### src/rtl/trc_pkg.sv
package trc_pkg;

    typedef enum logic [2:0] {
        OP_ADD = 3'd0,
        OP_SUB = 3'd1,
        OP_AND = 3'd2,
        OP_OR  = 3'd3,
        OP_XOR = 3'd4
    } alu_op_e;

    typedef enum logic [2:0] {
        ST_IDLE  = 3'd0,
        ST_PASS1 = 3'd1,
        ST_PASS2 = 3'd2,
        ST_CMP   = 3'd3,
        ST_RETRY = 3'd4,
        ST_DONE  = 3'd5
    } seq_state_e;

endpackage

### src/rtl/trc_shift.sv
module trc_shift #(
    parameter int WIN  = 16,
    parameter int WOUT = 20,
    parameter int SH   = 4,
    parameter bit LEFT = 1'b1
) (
    input  logic [WIN-1:0]  din,
    output logic [WOUT-1:0] dout
);
    generate
        if (LEFT) begin : g_up
            // widen, then move up; the headroom above WIN keeps the top bits
            logic [WOUT-1:0] wide;
            assign wide = WOUT'(din);
            assign dout = wide << SH;
        end else begin : g_down
            // take the WOUT bits that sit SH places up
            assign dout = din[SH +: WOUT];
        end
    endgenerate
endmodule

### src/rtl/trc_alu.sv
module trc_alu
    import trc_pkg::*;
#(
    parameter int AW  = 20,
    parameter int FBW = 5
) (
    input  logic [2:0]     op,
    input  logic [AW-1:0]  x,
    input  logic [AW-1:0]  y,
    input  logic           flt_en,
    input  logic [FBW-1:0] flt_bit,
    input  logic           flt_val,
    output logic [AW-1:0]  z
);
    logic [AW-1:0] raw;
    logic [AW-1:0] mask;

    always_comb begin
        unique case (op)
            OP_ADD:  raw = x + y;
            OP_SUB:  raw = x - y;
            OP_AND:  raw = x & y;
            OP_OR:   raw = x | y;
            OP_XOR:  raw = x ^ y;
            default: raw = '0;
        endcase
    end

    assign mask = AW'(1) << flt_bit;

    always_comb begin
        if (!flt_en)
            z = raw;
        else if (flt_val)
            z = raw | mask;
        else
            z = raw & ~mask;
    end
endmodule

### src/rtl/trc_cmp.sv
module trc_cmp #(
    parameter int W = 16
) (
    input  logic [W-1:0] lhs,
    input  logic [W-1:0] rhs,
    output logic         same
);
    logic [W-1:0] diff;
    assign diff = lhs ^ rhs;
    assign same = (diff == '0);
endmodule

### src/rtl/shift_recompute_top.sv
module shift_recompute_top
    import trc_pkg::*;
#(
    parameter int W = 16,
    parameter int K = 4,
    localparam int AW = W + K,
    localparam int FBW = $clog2(AW)
) (
    input  logic           clk,
    input  logic           rst_n,
    input  logic           start_i,
    input  logic [2:0]     op_i,
    input  logic [W-1:0]   a_i,
    input  logic [W-1:0]   b_i,
    input  logic           fault_en_i,
    input  logic [FBW-1:0] fault_bit_i,
    input  logic           fault_val_i,
    output logic           done_o,
    output logic [W-1:0]   result_o,
    output logic           error_o
);
    typedef struct packed {
        seq_state_e   st;
        logic [2:0]   op;
        logic [W-1:0] opa;
        logic [W-1:0] opb;
        logic [W-1:0] hold;
        logic [W-1:0] shadow;
        logic         err;
        logic         retried;
    } ctl_t;

    localparam ctl_t CTL_RESET = '{
        st:      ST_IDLE,
        op:      3'd0,
        opa:     '0,
        opb:     '0,
        hold:    '0,
        shadow:  '0,
        err:     1'b0,
        retried: 1'b0
    };

    ctl_t q, d;

    logic [AW-1:0] ext_a, ext_b;
    logic [AW-1:0] up_a, up_b;
    logic [AW-1:0] alu_x, alu_y, alu_z;
    logic [W-1:0]  down_z;
    logic          same;
    logic          second_pass;

    assign ext_a = AW'(q.opa);
    assign ext_b = AW'(q.opb);

    trc_shift #(.WIN(W), .WOUT(AW), .SH(K), .LEFT(1'b1)) u_up_a (
        .din (q.opa),
        .dout(up_a)
    );

    trc_shift #(.WIN(W), .WOUT(AW), .SH(K), .LEFT(1'b1)) u_up_b (
        .din (q.opb),
        .dout(up_b)
    );

    assign second_pass = (q.st == ST_PASS2);
    assign alu_x = second_pass ? up_a : ext_a;
    assign alu_y = second_pass ? up_b : ext_b;

    trc_alu #(.AW(AW), .FBW(FBW)) u_alu (
        .op     (q.op),
        .x      (alu_x),
        .y      (alu_y),
        .flt_en (fault_en_i),
        .flt_bit(fault_bit_i),
        .flt_val(fault_val_i),
        .z      (alu_z)
    );

    trc_shift #(.WIN(AW), .WOUT(W), .SH(K), .LEFT(1'b0)) u_down (
        .din (alu_z),
        .dout(down_z)
    );

    trc_cmp #(.W(W)) u_cmp (
        .lhs (q.hold),
        .rhs (q.shadow),
        .same(same)
    );

    always_comb begin
        d = q;
        unique case (q.st)
            ST_IDLE: begin
                if (start_i) begin
                    d.op      = op_i;
                    d.opa     = a_i;
                    d.opb     = b_i;
                    d.err     = 1'b0;
                    d.retried = 1'b0;
                    d.st      = ST_PASS1;
                end
            end
            ST_PASS1: begin
                d.hold = alu_z[W-1:0];
                d.st   = ST_PASS2;
            end
            ST_PASS2: begin
                d.shadow = down_z;
                d.st     = ST_CMP;
            end
            ST_CMP: begin
                if (same) begin
                    d.err = 1'b0;
                    d.st  = ST_DONE;
                end else if (!q.retried) begin
                    d.err     = 1'b1;
                    d.retried = 1'b1;
                    d.st      = ST_RETRY;
                end else begin
                    d.err = 1'b1;
                    d.st  = ST_DONE;
                end
            end
            ST_RETRY: d.st = ST_PASS1;
            ST_DONE:  d.st = ST_IDLE;
            default:  d.st = ST_IDLE;
        endcase
    end

    always_ff @(posedge clk or negedge rst_n) begin
        if (!rst_n)
            q <= CTL_RESET;
        else
            q <= d;
    end

    assign done_o   = (q.st == ST_DONE);
    assign result_o = q.hold;
    assign error_o  = q.err;

endmodule

### config.mk
export PLATFORM = sky130hd
export DESIGN_NAME = shift_recompute_top
export DESIGN_NICKNAME = d
export VERILOG_FILES = /design/src/rtl/trc_pkg.sv /design/src/rtl/trc_shift.sv /design/src/rtl/trc_alu.sv /design/src/rtl/trc_cmp.sv /design/src/rtl/shift_recompute_top.sv
export SDC_FILE = /design/constraint.sdc
export NUM_CORES = 1
export LEC_CHECK = 0
export ABC_AREA = 1
export BUFFER_PORTS_ARGS = -buffer_cell sky130_fd_sc_hd__buf_2
export CAP_MARGIN = 20
export CORE_UTILIZATION = 25
export CTS_CLUSTER_SIZE = 40
export DETAILED_ROUTE_END_ITERATION = 8
export GPL_ROUTABILITY_DRIVEN = 1
export PLACE_DENSITY = 0.44
export SYNTH_ARGS = -nofsm -noshare
export SYNTH_HDL_FRONTEND = slang
export SYNTH_HIERARCHICAL = 1
export SYNTH_SLANG_ARGS = --single-unit
### constraint.sdc
create_clock -name clk -period 4.7 [get_ports clk]
set_clock_uncertainty 0.15 [all_clocks]
set_input_delay 0.705 -clock clk [delete_from_list [all_inputs] [get_ports clk]]
set_output_delay 0.705 -clock clk [all_outputs]
set_load 0.03 [all_outputs]
==> results.json, run 1 <==
{
  "slowest_delay_ns": 0.49,
  "antennaDiodeCount": 0,
  "cp_slowest_cell": "buf_4",
  "num-nets-final": 1244,
  "synth_top_area_share": 0.246,
  "vias": 6603,
  "async_flop_share": 1.00,
  "clock_sinks": 72,
  "numCtsBuffers": 9,
  "critPathLaunchType": "flip-flop",
  "slew_headroom": 0.459,
  "netlist_area_um2": 7330,
  "hold_viol": 0,
  "max_freq_mhz": 235,
  "syn_inst": 1151,
  "rows": 62,
  "slew_viol_final": 0,
  "cts_max_path_buffers": 2,
  "num_io_pins": 63,
  "ys_seq_area_frac": 0.246,
  "drc_errors": 0,
  "grtUsageTotal": 0.146,
  "path_max_fanout": 53,
  "wl_per_cell_um": 14.1,
  "cap_violations": 0,
  "gp_congestion": 0.871,
  "antenna_found_initial": 0,
  "first_global_vias": 6461,
  "setup_tns_ns": 0,
  "synth_area_leaders": "dfrtp_1, nand2_1, ha_1",
  "synthFlopType": "dfrtp_1",
  "grt_pass1_wl_mm": 34.5,
  "grt_max_degree": 54,
  "setup-violations-final": 0,
  "rsz0062_at_grt": "no",
  "dpl.hpwl_mm": 17.0,
  "worstSetupPathType": "reg -> reg",
  "postSynthAreaPerCell_um2": 6.37,
  "synth_edf_count": 0,
  "htreeDepth": 3,
  "synth_top_area_cell": "dfrtp_1",
  "cts_setup_buffers": 0,
  "syn_to_final_growth_pct": 6.68,
  "dr.pass1.iters": 6,
  "ant_nets": 0,
  "status": "finished, final reports clean",
  "crit_top_cell": "nand2_1",
  "yosys_register_bits": 72,
  "worstHoldPathType": "in -> async",
  "worstPathRequired_ns": 4.75,
  "drive_gt1_frac": 0.107,
  "clkTransAtPathRegs_ns": 0.06,
  "yosysWarnings": 6,
  "core_area_um2": 28800,
  "crit_cells": 23,
  "arrival_ns": 4.31,
  "crit_buf_inv": 4,
  "die_x_um": 173,
  "cts_tree": "yes",
  "cts_root_buf": "clkbuf_16",
  "die_h_um": 173,
  "period_minus_slack_ns": 4.26,
  "drt_iter0_markers": 393,
  "initial_core_util": 0.255,
  "cp-end-kind": "flip-flop",
  "tightest_slew_ns": 0.811,
  "crit_family": "simple AND/OR/NAND/NOR gates",
  "grt-ovfl-total": 0,
  "clock_latency_ns": 0.35,
  "via_per_inst": 4.33,
  "numPortBuffers": 62,
  "cp_cell_sequence": "clkinvlp_4 > nand3_4 > buf_4 > o21ai_1 > nor2_1 > nand2_1 > nor2_1 > nor2_1 > xor2_1 > ha_1 > nand2_1 > nor2_1 > inv_1 > nor2_2 > nand3_1 > nand3_1 > nand2_1 > nand3_1 > nand2_1 > nand2_1 > nand2_1 > inv_1 > o21ai_0",
  "rr_worst_depth": 23,
  "routed_wl_mm": 21.5,
  "die_area_um2": 30000,
  "fin_crit_sh": 0.907,
  "holdBufCountCts": 0,
  "post_synth_num_cell_types": 36
}
==> sequential cells by signal, indices dropped and copies added, names as in the netlist <==
register	cells
q	23
ext_a	16
ext_b	16
result_o	16
error_o	1
==> layer usage <==
metal  GRT usage  vias up  share of wire
li1            -     3476              -
met1       0.208     2954           0.51
met2       0.227      148           0.43
met3      0.0231       25          0.038
met4      0.0395        0          0.017
met5           0        -              0
==> logic make-up (layout without fill, tap and decap cells) <==
group,Yosys count,after routing,synth area share
buffers and inverters,282,266,0.189
xor gates and xnor gates,29,29,0.0347
adders and majority gates,61,61,0.105
other,2,8,0.00102
DFF,72,72,0.246
AOI/OAI and AO/OA,124,124,0.0946
and+or+nand+nor,581,582,0.330
==> final cells by class <==
class,instances,area (um^2)
multi-input cells,804,4190
clock buffers,12,256
inverters,177,668
well taps,384,480
clock inverters,3,17.5
fillers,3282,21000
repair buffers,74,403
flip-flops and latches,72,1800
==> placed cells by master, fill, tap and decap left out, types with 2 or more instances in the layout <==
cell type,count
a21oi_1,23
a221oi_1,13
buf_2,61
buf_4,13
clkbuf_16,9
clkbuf_8,2
clkinv_2,2
clkinvlp_4,2
conb_1,8
dfrtp_1,72
ha_1,60
inv_1,171
inv_2,4
nand2_1,377
nand2_2,10
nand3_1,55
nand3_2,3
nand3b_1,7
nand4_1,7
nor2_1,92
nor2_2,6
nor2_4,3
nor3_1,12
nor3_2,3
nor4_1,2
o2111ai_1,3
o21ai_0,39
o21ai_1,41
or2_2,3
xnor2_1,11
xor2_1,18
==> path summary, 6_finish.rpt <==
path	slack [ns]	start	end
worst max-delay path	0.44	q[69]$_DFFE_PN0P_	q[15]$_DFFE_PN0P_
worst min-delay path	0.22	rst_n	result_o[3]$_DFFE_PN0P_
worst max register to register	0.44	q[69]$_DFFE_PN0P_	q[15]$_DFFE_PN0P_
worst min register to register	0.35	q[10]$_DFFE_PN0P_	q[10]$_DFFE_PN0P_
max in group asynchronous	3.32	rst_n	q[15]$_DFFE_PN0P_
min in group clk	0.35	q[10]$_DFFE_PN0P_	q[10]$_DFFE_PN0P_
==> repair_timing <==
| action | 4_1_cts | 5_1_grt |
|---|---|---|
| resized for setup | 0 | 4 |
| setup endpoints to repair | 0 | 3 |
| hold endpoints to repair | 0 | 0 |
==> Yosys cell counts (15+ instances only) <==
cell type and n:
dfrtp_1 72, inv_1 172, o21ai_1 38, nand2_1 377
buf_2 15, o21ai_0 42, nand3_1 55, xor2_1 18
ha_1 60, nor2_1 92, a21oi_1 23, buf_4 81
==> metrics by stage <==
stage / hold WS [ns] / setup WS, ns / cell area, um^2 / utilization / instances
CTS: 0.244 / 0.291 / 7800 / 0.271 / 1525
global placement: 0.337 / 0.323 / 7530 / 0.262 / 1510
floorplan: 0.259 / 0.984 / 7350 / - / 1157
detailed placement: 0.343 / 0.326 / 7530 / 0.262 / 1510
global route: 0.258 / 0.0254 / 7820 / 0.272 / 1526
finish: 0.219 / 0.436 / 7820 / 0.272 / 1526
Power of run 1 is left out: the tool's default activity adds up to more than one toggle a clock period on the data nets, which glitch-free logic cannot reach.
==> inputs of run 2 (changes only) <==
--- a/config.mk
+++ b/config.mk
@@ -8,6 +8,7 @@
 export ABC_AREA = 1
 export BUFFER_PORTS_ARGS = -buffer_cell sky130_fd_sc_hd__buf_2
 export CAP_MARGIN = 20
+export CORE_MARGIN = 2
 export CORE_UTILIZATION = 25
 export CTS_CLUSTER_SIZE = 40
 export DETAILED_ROUTE_END_ITERATION = 8
==> run 2 against run 1 <==
Compared with the run above:
- final area is 0.77% higher
- die area is 2.3% higher
- flip-flop and latch count stayed put
- first-iteration DRC count is 9.9% higher
- via count is 0.30% lower
- maximum frequency is 1.4% higher
- worst setup slack better by 0.061 ns
- register-to-register slack better by 0.06 ns
- count of clock-buffer cells in the layout is 1 lower
- global-route usage is 0.40 points lower
- critical path depth is 2 higher
==> results.json, run 2 (synthesis results as in run 1) <==
{
  "path_max_fanout": 16,
  "initial_core_util": 0.255,
  "final_common_cell": "nand2_1",
  "cts_resized": 0,
  "arrival_ns": 4.26,
  "rsz0062_at_grt": "no",
  "slew_viol_final": 0,
  "fill_cells": 3280,
  "cts_tree": "yes",
  "worstSetupPathType": "reg -> reg",
  "hold_viol": 0,
  "clock_latency_ns": 0.34,
  "cts_root_buf": "clkbuf_16",
  "die_h_um": 175,
  "regMostFlops": "q",
  "status": "finished, final reports clean",
  "via_per_inst": 4.31,
  "dr.pass1.iters": 5,
  "cp-end-kind": "flip-flop",
  "final_cell_mix": "nand2_1, inv_1, nor2_1",
  "routed_wl_mm": 21.5,
  "holdBufCountCts": 0,
  "clock_sinks": 72,
  "grtUsageTotal": 0.142,
  "num-nets-final": 1244,
  "largest_reg_flops": 23,
  "antennaDiodeCount": 0,
  "period_minus_slack_ns": 4.20,
  "max_freq_mhz": 238,
  "vias": 6583,
  "first_global_vias": 6441,
  "drive_gt1_frac": 0.108,
  "core_area_um2": 28800,
  "numPortBuffers": 62,
  "die_area_um2": 30700,
  "htreeDepth": 3,
  "antenna_found_initial": 0,
  "cts_max_path_buffers": 2,
  "drt_iter0_markers": 432,
  "clkTransAtPathRegs_ns": 0.06,
  "syn_to_final_growth_pct": 7.50,
  "wl_per_cell_um": 14.1,
  "cts_setup_buffers": 0,
  "worstPathRequired_ns": 4.76,
  "ant_nets": 0,
  "setup_tns_ns": 0,
  "slew_headroom": 0.298,
  "numCtsBuffers": 9,
  "crit_top_cell": "nand2_1",
  "num_io_pins": 63,
  "grt_pass1_wl_mm": 34.6,
  "fin_crit_sh": 0.894,
  "critPathLaunchType": "flip-flop",
  "grt-ovfl-total": 0,
  "worstHoldPathType": "in -> async",
  "die_x_um": 175,
  "setup-violations-final": 0,
  "dpl.hpwl_mm": 17.0,
  "drc_errors": 0,
  "rows": 62,
  "cap_violations": 0,
  "grt_max_degree": 55,
  "cp_slowest_cell": "dfrtp_1",
  "slowest_delay_ns": 0.41,
  "gp_congestion": 0.886,
  "tightest_slew_ns": 1.05
}
-- run 2: final cells by class --
cell class | instances | area [um^2] | share of cell area
clock buffers | 11 | 243 | 0.0308
multi-input cells | 804 | 4200 | 0.533
inverters | 177 | 668 | 0.0848
well taps | 384 | 480 | 0.0610
flip-flops and latches | 72 | 1800 | 0.229
repair buffers | 74 | 407 | 0.0516
clock inverters | 5 | 80.1 | 0.0102
-- run 2: critical path: cells and delay by family, from the launching register on --
family	cells	cell delay, ns
AND/OR/NAND/NOR	15	1.85
adder cells (fa/ha/maj)	2	0.58
AO/OA/AOI/OAI	3	0.50
buffers and inverters	4	0.45
flip-flops	1	0.41
XOR/XNOR	1	0.14
-- run 2: through the flow --
step | utilization | instances | hold WS (ns) | worst slack [ns] | instance area (um^2)
floorplan | - | 1157 | 0.259 | 0.984 | 7350
global route | 0.274 | 1527 | 0.181 | 0.0530 | 7880
finish | 0.274 | 1527 | 0.155 | 0.497 | 7880
global placement | 0.262 | 1510 | 0.340 | 0.346 | 7530
CTS | 0.273 | 1526 | 0.174 | 0.287 | 7860
detailed placement | 0.262 | 1510 | 0.337 | 0.302 | 7530
-- run 2: layer usage --
layer,global-route usage,part of all wire,up-vias
li1,-,-,3472
met1,0.204,0.52,2980
met2,0.225,0.43,119
met3,0.0259,0.038,12
met4,0.0243,0.0081,0
met5,0,0,-
-- run 2: worst paths after layout --
kind	end	cells past startpoint	slack, ns	start
hold / removal	result_o[3]$_DFFE_PN0P_	1	0.15	rst_n
setup reg to reg	q[15]$_DFFE_PN0P_	25	0.50	q[69]$_DFFE_PN0P_
max in group asynchronous	q[70]$_DFFE_PN0P_	2	3.29	rst_n
min in group clk	error_o$_DFFE_PN0P_	2	0.34	error_o$_DFFE_PN0P_
setup / recovery	q[15]$_DFFE_PN0P_	25	0.50	q[69]$_DFFE_PN0P_
hold reg to reg	error_o$_DFFE_PN0P_	2	0.34	error_o$_DFFE_PN0P_
Power of run 2 is left out for the same reason.
==> inputs of run 3 (changes only) <==
--- a/config.mk
+++ b/config.mk
@@ -9,11 +9,11 @@
 export BUFFER_PORTS_ARGS = -buffer_cell sky130_fd_sc_hd__buf_2
 export CAP_MARGIN = 20
 export CORE_MARGIN = 2
-export CORE_UTILIZATION = 25
+export CORE_UTILIZATION = 30
 export CTS_CLUSTER_SIZE = 40
 export DETAILED_ROUTE_END_ITERATION = 8
 export GPL_ROUTABILITY_DRIVEN = 1
-export PLACE_DENSITY = 0.44
+export PLACE_DENSITY = 0.5
 export SYNTH_ARGS = -nofsm -noshare
 export SYNTH_HDL_FRONTEND = slang
 export SYNTH_HIERARCHICAL = 1
==> run 3 against run 2 <==
Compared with the run above:
- via count increased by 1.9%
- hold slack better by 0.17 ns
- largest cell class unchanged
- utilization rose by 4.6 points
- final area down 1.9%
- highest routed layer unchanged
- non-clock buffer count is 3 lower
- sequential share of layout area up 0.42 points
- die area shrank 16%
==> results.json, run 3 (synthesis results as in run 1) <==
{
  "grt_max_degree": 73,
  "clock_sinks": 72,
  "vias": 6707,
  "path_max_fanout": 17,
  "setup-violations-final": 0,
  "setup_ws_ns": 0.541,
  "worstSetupPathType": "reg -> reg",
  "syn_to_final_growth_pct": 5.50,
  "num-nets-final": 1241,
  "clkTransAtPathRegs_ns": 0.06,
  "rows": 57,
  "slew_viol_final": 0,
  "final_cell_mix": "nand2_1, inv_1, nor2_1",
  "holdBufCountCts": 0,
  "rr_worst_depth": 21,
  "cts_setup_buffers": 0,
  "critPathCapture": "q[12]$_DFFE_PN0P_",
  "utilization": 0.320,
  "cts_max_path_buffers": 2,
  "critPathLaunchType": "flip-flop",
  "r2r_setup_slack_ns": 0.54,
  "routed_wl_mm": 20.6,
  "htreeDepth": 3,
  "first_global_vias": 6443,
  "clock_latency_ns": 0.35,
  "drc_errors": 0,
  "ant_nets": 0,
  "cts_root_buf": "clkbuf_16",
  "numPortBuffers": 62,
  "period_minus_slack_ns": 4.16,
  "die_x_um": 160,
  "antenna_found_initial": 0,
  "largest_reg_flops": 23,
  "r2r_end": "q[12]$_DFFE_PN0P_",
  "cts_resized": 0,
  "worstHoldPathType": "in -> async",
  "num_io_pins": 63,
  "wl_per_cell_um": 14.1,
  "initial_core_util": 0.303,
  "fill_cells": 2769,
  "arrival_ns": 4.28,
  "grt-ovfl-total": 0,
  "fin_crit_sh": 0.885,
  "post_dp_cell_area_um2": 7430,
  "slew_headroom": 0.376,
  "regMostFlops": "q",
  "gp_congestion": 0.853,
  "dpl.hpwl_mm": 15.7,
  "status": "finished, final reports clean",
  "die_area_um2": 25700,
  "worstPathRequired_ns": 4.82,
  "dp_slack_ns": 0.503,
  "numCtsBuffers": 9,
  "rsz0062_at_grt": "no",
  "final_common_cell": "nand2_1",
  "dr.pass1.iters": 5,
  "crit_start": "q[70]$_DFFE_PN0P_",
  "max_freq_mhz": 240,
  "cp-end-kind": "flip-flop",
  "die_h_um": 160,
  "tightest_slew_ns": 0.933,
  "via_per_inst": 4.58,
  "drt_iter0_markers": 412,
  "core_area_um2": 24200,
  "setup_tns_ns": 0,
  "grtUsageTotal": 0.163,
  "hold_viol": 0,
  "cap_violations": 0,
  "cts_tree": "yes",
  "antennaDiodeCount": 0,
  "fin_area_um2": 7730,
  "timing.rr.start": "q[70]$_DFFE_PN0P_",
  "grt_pass1_wl_mm": 33.6,
  "drive_gt1_frac": 0.104
}
[run 3: cell types whose count changed in the layout (fill, tap and decap cells not counted), sizes merged]
cell	previous run	this run
buf	74	71
bufinv	2	1
clkbuf	11	12
clkinv	2	4
clkinvlp	3	1
[run 3: final cells by class]
class                      count  area, um^2  area share
multi-input combinational    804        4190       0.542
sequential                    72        1800       0.233
inverter                     177         668      0.0864
tap                          324         405      0.0524
timing repair buffer          71         380      0.0492
clock buffer                  12         236      0.0306
clock inverter                 4        45.0     0.00583
[run 3: per-layer routing]
metal  vias up  share of wire  wire length [um]  track usage
li1       3467              -                 -            -
met1      3073           0.51             10500        0.232
met2       148           0.44              9040        0.258
met3        19          0.042               873       0.0257
met4         0          0.013               277       0.0369
met5         -              0                 0            0
[run 3: critical path: stages, from the launching register on]
cell and delay, ns:
dfrtp_1 0.62, nand3_4 0.28, nand2_1 0.12, o21ai_1 0.17, nor2_1 0.19, nand2_1 0.08, nor2_2 0.16, nand2_1 0.12
nand2_2 0.10, o21ai_0 0.11, xor2_1 0.17, ha_1 0.37, nand2_1 0.15, o21ai_0 0.32, a21oi_1 0.07, nand2_1 0.12
nor2_1 0.05, o21ai_0 0.36, nand2_1 0.10, nand2_1 0.10, inv_1 0.04, o21ai_0 0.14
[run 3: worst min path at each step]
stage | start | endpoint | slack [ns] | depth (start not counted)
after global routing | q[17]$_DFFE_PN0P_ | q[17]$_DFFE_PN0P_ | 0.38 | 2
after global placement | q[11]$_DFFE_PN0P_ | q[11]$_DFFE_PN0P_ | 0.34 | 2
final | rst_n | result_o[1]$_DFFE_PN0P_ | 0.32 | 1
after CTS | q[17]$_DFFE_PN0P_ | q[17]$_DFFE_PN0P_ | 0.36 | 2
after floorplan | rst_n | error_o$_DFFE_PN0P_ | 0.26 | 0
after detailed placement | q[17]$_DFFE_PN0P_ | q[17]$_DFFE_PN0P_ | 0.34 | 2
[run 3: per-stage QoR]
step / hold WS (ns) / instances
after global routing: 0.383 / 1464
final: 0.321 / 1464
after CTS: 0.357 / 1463
after floorplan: 0.259 / 1157
after global placement: 0.338 / 1447
after detailed placement: 0.343 / 1447
Power of run 3 is left out for the same reason.
